--- config.mk ---
export PLATFORM = sky130hd
export DESIGN_NAME = page_window_xlate
export DESIGN_NICKNAME = d
export VERILOG_FILES = /design/src/rtl/pwx_pkg.sv /design/src/rtl/pwx_bus_decode.sv /design/src/rtl/pwx_index_reg.sv /design/src/rtl/pwx_window_map.sv /design/src/rtl/page_window_xlate.sv
export SDC_FILE = /design/constraint.sdc
export NUM_CORES = 1
export LEC_CHECK = 0
export BUFFER_PORTS_ARGS = -buffer_cell sky130_fd_sc_hd__buf_2
export CAP_MARGIN = 10
export CELL_PAD_IN_SITES_DETAIL_PLACEMENT = 1
export CELL_PAD_IN_SITES_GLOBAL_PLACEMENT = 2
export CORE_MARGIN = 3
export CORE_UTILIZATION = 13
export DETAILED_ROUTE_END_ITERATION = 6
export PLACE_DENSITY = 0.79
export SLEW_MARGIN = 20
export SYNTH_ARGS = -nofsm -noshare
export SYNTH_HDL_FRONTEND = slang
export SYNTH_SLANG_ARGS = --single-unit
--- constraint.sdc ---
create_clock -name clk -period 0.82 [get_ports clk]
set_input_delay 0.082 -clock clk [delete_from_list [all_inputs] [get_ports clk]]
set_output_delay 0.082 -clock clk [all_outputs]
set_load 0.01 [all_outputs]
--- src/rtl/pwx_pkg.sv ---
package pwx_pkg;

  // Regions of the CPU map, indexed by the top two address bits.
  localparam int unsigned NUM_REGIONS = 4;
  localparam int unsigned WIN_REGION  = 2;

  // Default page for a non-window region: the last pages of the physical space.
  function automatic int unsigned fixed_page(input int unsigned region,
                                             input int unsigned idx_w);
    int unsigned top;
    top = (1 << idx_w) - 1;
    case (region)
      0:       fixed_page = top - 2;
      1:       fixed_page = top - 1;
      default: fixed_page = top;
    endcase
  endfunction

  // Reset value tied to the write policy.
  function automatic int unsigned reset_index(input bit special_only);
    reset_index = special_only ? 32'h3C : 32'h00;
  endfunction

endpackage

--- src/rtl/pwx_bus_decode.sv ---
module pwx_bus_decode #(
  parameter int unsigned REG_AW     = 8,
  parameter int unsigned REG_DW     = 8,
  parameter int unsigned IDX_W      = 6,
  parameter int unsigned REG_OFFSET = 8'h30
) (
  input  logic              reg_sel,
  input  logic              reg_wr,
  input  logic [REG_AW-1:0] reg_addr,
  input  logic [REG_DW-1:0] reg_wdata,
  input  logic [IDX_W-1:0]  cur_index,
  output logic              wr_req,
  output logic [IDX_W-1:0]  wr_index,
  output logic [REG_DW-1:0] reg_rdata
);

  localparam int unsigned PAD_W = REG_DW - IDX_W;

  logic hit;

  always_comb begin
    hit      = reg_sel && (reg_addr == REG_AW'(REG_OFFSET));
    wr_req   = hit && reg_wr;
    wr_index = reg_wdata[IDX_W-1:0];
    if (hit) reg_rdata = {{PAD_W{1'b0}}, cur_index};
    else     reg_rdata = '0;
  end

endmodule

--- src/rtl/pwx_index_reg.sv ---
module pwx_index_reg #(
  parameter int unsigned IDX_W        = 6,
  parameter bit          SPECIAL_ONLY = 1'b0,
  parameter int unsigned RESET_INDEX  = 0
) (
  input  logic             clk,
  input  logic             rst_n,
  input  logic             special_mode,
  input  logic             bus_wr_req,
  input  logic [IDX_W-1:0] bus_wr_index,
  input  logic             far_wr,
  input  logic [IDX_W-1:0] far_wdata,
  output logic [IDX_W-1:0] index_q,
  output logic             wr_ignored
);

  logic allowed;

  generate
    if (SPECIAL_ONLY) begin : g_special_only
      assign allowed = special_mode;
    end else begin : g_any_mode
      assign allowed = 1'b1;
    end
  endgenerate

  logic blocked;
  assign blocked = bus_wr_req && !allowed;

  always_ff @(posedge clk or negedge rst_n) begin
    if (!rst_n) begin
      index_q    <= IDX_W'(RESET_INDEX);
      wr_ignored <= 1'b0;
    end else begin
      wr_ignored <= blocked;
      if (far_wr)
        index_q <= far_wdata;
      else if (bus_wr_req && allowed)
        index_q <= bus_wr_index;
    end
  end

endmodule

--- src/rtl/pwx_window_map.sv ---
module pwx_window_map
  import pwx_pkg::*;
#(
  parameter int unsigned IDX_W  = 6,
  parameter int unsigned CPU_AW = 16
) (
  input  logic [IDX_W-1:0]          cur_index,
  input  logic [CPU_AW-1:0]         cpu_addr,
  output logic [IDX_W+CPU_AW-3:0]   phys_addr
);

  localparam int unsigned OFS_W = CPU_AW - 2;

  logic [IDX_W-1:0] page_of [NUM_REGIONS];

  genvar r;
  generate
    for (r = 0; r < NUM_REGIONS; r++) begin : g_region
      if (r == WIN_REGION) begin : g_win
        assign page_of[r] = cur_index;
      end else begin : g_fixed
        assign page_of[r] = IDX_W'(fixed_page(r, IDX_W));
      end
    end
  endgenerate

  logic [1:0] region;
  assign region    = cpu_addr[CPU_AW-1 -: 2];
  assign phys_addr = {page_of[region], cpu_addr[OFS_W-1:0]};

endmodule

--- src/rtl/page_window_xlate.sv ---
module page_window_xlate
  import pwx_pkg::*;
#(
  parameter int unsigned IDX_W        = 6,
  parameter int unsigned CPU_AW       = 16,
  parameter int unsigned REG_AW       = 8,
  parameter int unsigned REG_DW       = 8,
  parameter int unsigned REG_OFFSET   = 8'h30,
  parameter bit          SPECIAL_ONLY = 1'b1,
  parameter int unsigned PHYS_AW      = IDX_W + CPU_AW - 2
) (
  input  logic               clk,
  input  logic               rst_n,
  input  logic               special_mode,
  input  logic               reg_sel,
  input  logic               reg_wr,
  input  logic [REG_AW-1:0]  reg_addr,
  input  logic [REG_DW-1:0]  reg_wdata,
  output logic [REG_DW-1:0]  reg_rdata,
  output logic               wr_ignored,
  input  logic               far_wr,
  input  logic [IDX_W-1:0]   far_wdata,
  output logic [IDX_W-1:0]   far_index,
  input  logic               cpu_valid,
  output logic               cpu_ready,
  input  logic [CPU_AW-1:0]  cpu_addr,
  output logic               phys_valid,
  input  logic               phys_ready,
  output logic [PHYS_AW-1:0] phys_addr
);

  localparam int unsigned RESET_INDEX = reset_index(SPECIAL_ONLY);

  logic             bus_wr_req;
  logic [IDX_W-1:0] bus_wr_index;
  logic [IDX_W-1:0] index_q;

  pwx_bus_decode #(
    .REG_AW(REG_AW), .REG_DW(REG_DW), .IDX_W(IDX_W), .REG_OFFSET(REG_OFFSET)
  ) u_dec (
    .reg_sel(reg_sel), .reg_wr(reg_wr), .reg_addr(reg_addr),
    .reg_wdata(reg_wdata), .cur_index(index_q),
    .wr_req(bus_wr_req), .wr_index(bus_wr_index), .reg_rdata(reg_rdata)
  );

  pwx_index_reg #(
    .IDX_W(IDX_W), .SPECIAL_ONLY(SPECIAL_ONLY), .RESET_INDEX(RESET_INDEX)
  ) u_idx (
    .clk(clk), .rst_n(rst_n), .special_mode(special_mode),
    .bus_wr_req(bus_wr_req), .bus_wr_index(bus_wr_index),
    .far_wr(far_wr), .far_wdata(far_wdata),
    .index_q(index_q), .wr_ignored(wr_ignored)
  );

  pwx_window_map #(.IDX_W(IDX_W), .CPU_AW(CPU_AW)) u_map (
    .cur_index(index_q), .cpu_addr(cpu_addr), .phys_addr(phys_addr)
  );

  // Pure combinational stream stage: no storage on the address path.
  assign phys_valid = cpu_valid;
  assign cpu_ready  = phys_ready;
  assign far_index  = index_q;

endmodule

==> key figures <==
Setup path
  – Buf/Inv on CP: 1
  – Origin of the worst setup path: u_idx.index_q[3]$_DFFE_PN1P_
  – Crit Path Category: flop to output pin
  – Max incr delay on CP: around 0.57 ns
  – Crit-path cells: and3_4 -> buf_6
  – Worst R2R Start: u_idx.index_q[4]$_DFFE_PN1P_
  – Critical-path top delay cell: dfstp_2
  – CP endpoint kind: output pin
  – Critical path fanouts, max: 4
  – Top delay family on crit path: flip-flops
  – R2R setup slack: -0.20 ns
  – WP data required: 0.74 ns
  – Crit start category: flop
  – Crit path DAT: 1.07 ns

Cells and area
  – Fillcell total: between 500 and 600
  – Area growth from synthesis to final layout: 95.74%
  – Multi-input logic area: approximately 530 um2
  – Layout cells sized above 1: 0.7313
  – # diodes: 0
  – Nets: 181
  – FF+latch area: 182.7 um2

Worst hold path
  – Worst hold path startpoint: far_wdata[0]
  – Type of the worst min-delay path: primary input to flop

Yosys
  – Ys async rst share: 1.000
  – EDFF count, synth: 0
  – Post-synth top area share: 0.1915
  – Synth top area cells: buf_4 19%, dfstp_2 15%, and3_1 11%
  – Post-Syn Area: 705.7 um2
  – Register area share after synthesis: 0.2553
  – Compound-cell area share of the yosys netlist: 0.2021
  – Cell variety after synth: 22
  – List of most frequent post-synthesis cells: 18 x buf_4, 12 x and3_1, 8 x nor2b_1
  – Yosys reg bits: 7
  – Yosys top cell by area: buf_4
  – Syn. warnings: 0
  – XOR/XNOR Fraction of Synth Area: 0
  – Mux share of post-synthesis cell area: 0.01418
  – Synth Instances: between 80 and 90
  – Most numerous cell in the Yosys netlist: buf_4
  – Synth Area in Simple Gates: 0.3014
  – Mean post-synth cell area: around 8.4 um2
  – Largest family of logic cells by synthesized area: simple AND/OR/NAND/NOR gates
  – Post-Synth Adder-Cell Area: 0
  – Top FF cell, synth: dfstp_2

Timing
  – Setup-failing EPs final: 25
  – RSZ-0062 raised after global routing: true
  – Setup Skew: 0 ns
  – Final Cycle Share: 1.411
  – Min Tclk post-route: roughly 1.2 ns
  – Worst-Margin Slew: approximately 0.6 ns
  – Setup ws final: -0.3367 ns
  – Setup TNS: -5.635 ns
  – Fmax: roughly 860 MHz
  – Final hold violations: 0
  – Hold Slack: 0.1156 ns
  – Final Max Tran Viols: 0
  – Slew margin rel.: 0.6004

Clock tree
  – Longest Clk Path Bufs: 2
  – Worst-path clk slew: 0.04 ns
  – Worst-Skew Late Latency: 0.22 ns
  – Inserted Clock Buffers: 3
  – H-tree depth: 1
  – CTS tree: built
  – Clock Root Buffer: clkbuf_8
  – CTS sink count: 7

GRT
  – First-pass GRT wire length: a little over 4000 um
  – GRT Overall Usage: 0.08355
  – Pin count of the biggest net entering global routing: 14
  – Grt ovf: 0
  – Vias in the first global route: around 840
  – Initial antenna violation count: 0

Placed design
  – GPL Wtd Cong: around 0.74
  – IO Port Bufs: 46

Detailed routing
  – Antenna viol nets, final: 0
  – Wire per inst: between 10 and 15 um
  – Final WL: about 2800 um
  – Post-DR vias/cell: a little under 4
  – Initial DRC Count: 21
  – DR vias: just under 800
  – DR DRC count: 0
  – TritonRoute pass-1 iters: 4

Floorplanning
  – Row cnt: 26
  – Starting Density: 0.1364
  – Die height: 79.68 um
  – Area of the core: 5172 um2
  – Top Ports: between 80 and 90
  – Die area: between 6000 and 7000 um2
  – Die X: 79.68 um

Power
  – Leak: 0.6606 nW
  – Pwr per Cell Area: between 1000 and 1500 nW/um2
  – Worst IR drop on VDD: 299.3 uV

Status
  – Violated checks: setup timing
  – Status: finished with violations

Run
  – Maxcap violations: 0
## logic make-up (layout without fill, tap and decap cells)
| logic type | count (synthesis) | in the layout |
|---|---|---|
| buf+inv | 23 | 72 |
| simple gates | 33 | 33 |
| flops | 7 | 7 |
| mux | 1 | 1 |
| other cells | 1 | 2 |
| compound gates | 19 | 19 |
## worst register-to-register path, stage by stage, from the launching register on
cell and delay, ns:
dfstp_2 0.56, buf_4 0.12, buf_6 0.08, o41ai_2 0.05
a21oi_1 0.14
## layout make-up
| type | instances | area share |
|---|---|---|
| flip-flops and latches | 7 | 0.1322 |
| well taps | 70 | 0.06341 |
| repair buffers | 68 | 0.3868 |
| clock buffers | 4 | 0.03261 |
| multi-input cells | 55 | 0.3850 |
## state kept, by name, indices dropped and copies added, names as in the netlist
name,cells
u_idx.index_q,6
u_idx.wr_ignored,1
## cell usage in the layout, fill, tap and decap left out, types with 2 or more instances in the layout
| cell type | instances |
|---|---|
| o41ai_4 | 3 |
| o41ai_2 | 3 |
| buf_2 | 29 |
| conb_1 | 2 |
| nand2b_4 | 3 |
| nor2b_1 | 8 |
| buf_4 | 14 |
| a21oi_1 | 4 |
| and3_1 | 6 |
| dfstp_2 | 4 |
| dfrtp_2 | 2 |
| a41oi_1 | 6 |
| and3_4 | 6 |
| buf_6 | 23 |
| a21oi_2 | 2 |
| nand2b_1 | 2 |
| clkbuf_8 | 3 |
## routing by layer
metal | track usage | part of all wire | vias up
met3 | 0.02596 | 0.068 | 2
li1 | - | - | 391
met4 | 0.04296 | 0.0097 | 0
met2 | 0.1486 | 0.53 | 22
met1 | 0.08758 | 0.40 | 381
met5 | 0 | 0 | -
## per-stage QoR
stage / setup slack (ns) / util / std cells / instance area (um2) / power [mW]
2_1_floorplan: -0.1712 / - / 85 / 814.5 / 0.6795
3_3_place_gp: -0.4101 / 0.1984 / 187 / 1026 / 0.7803
3_5_place_dp: -0.4335 / 0.1984 / 187 / 1026 / 0.7846
4_1_cts: -0.3484 / 0.2450 / 198 / 1267 / 1.369
5_1_grt: -0.3653 / 0.2671 / 204 / 1381 / 1.523
6_report: -0.3367 / 0.2671 / 204 / 1381 / 1.438
## report_power, final
part | total [mW] | switching [mW] | internal, mW | leakage [nW]
combinational | 0.531 | 0.221 | 0.310 | 0.561
clock | 0.471 | 0.136 | 0.335 | 0.0228
sequential | 0.436 | 0.0451 | 0.391 | 0.0767
## worst paths after layout
check	endpoint	depth (start not counted)
max in group asynchronous	u_idx.index_q[4]$_DFFE_PN1P_	2
min in group asynchronous	u_idx.index_q[0]$_DFFE_PN0P_	2
max	reg_rdata[3]	2
min	u_idx.index_q[0]$_DFFE_PN0P_	3
min reg2reg	u_idx.index_q[3]$_DFFE_PN1P_	3
max reg2reg	u_idx.index_q[4]$_DFFE_PN1P_	4
## timing repair
item	4_1_cts	5_1_grt
setup buffers	6	6
hold buffers	1	0
setup endpoints to repair	25	25
pin swaps	12	7
endpoints found under the hold margin	7	0
gates resized for setup	24	13
(Power assumes the default switching activity.)
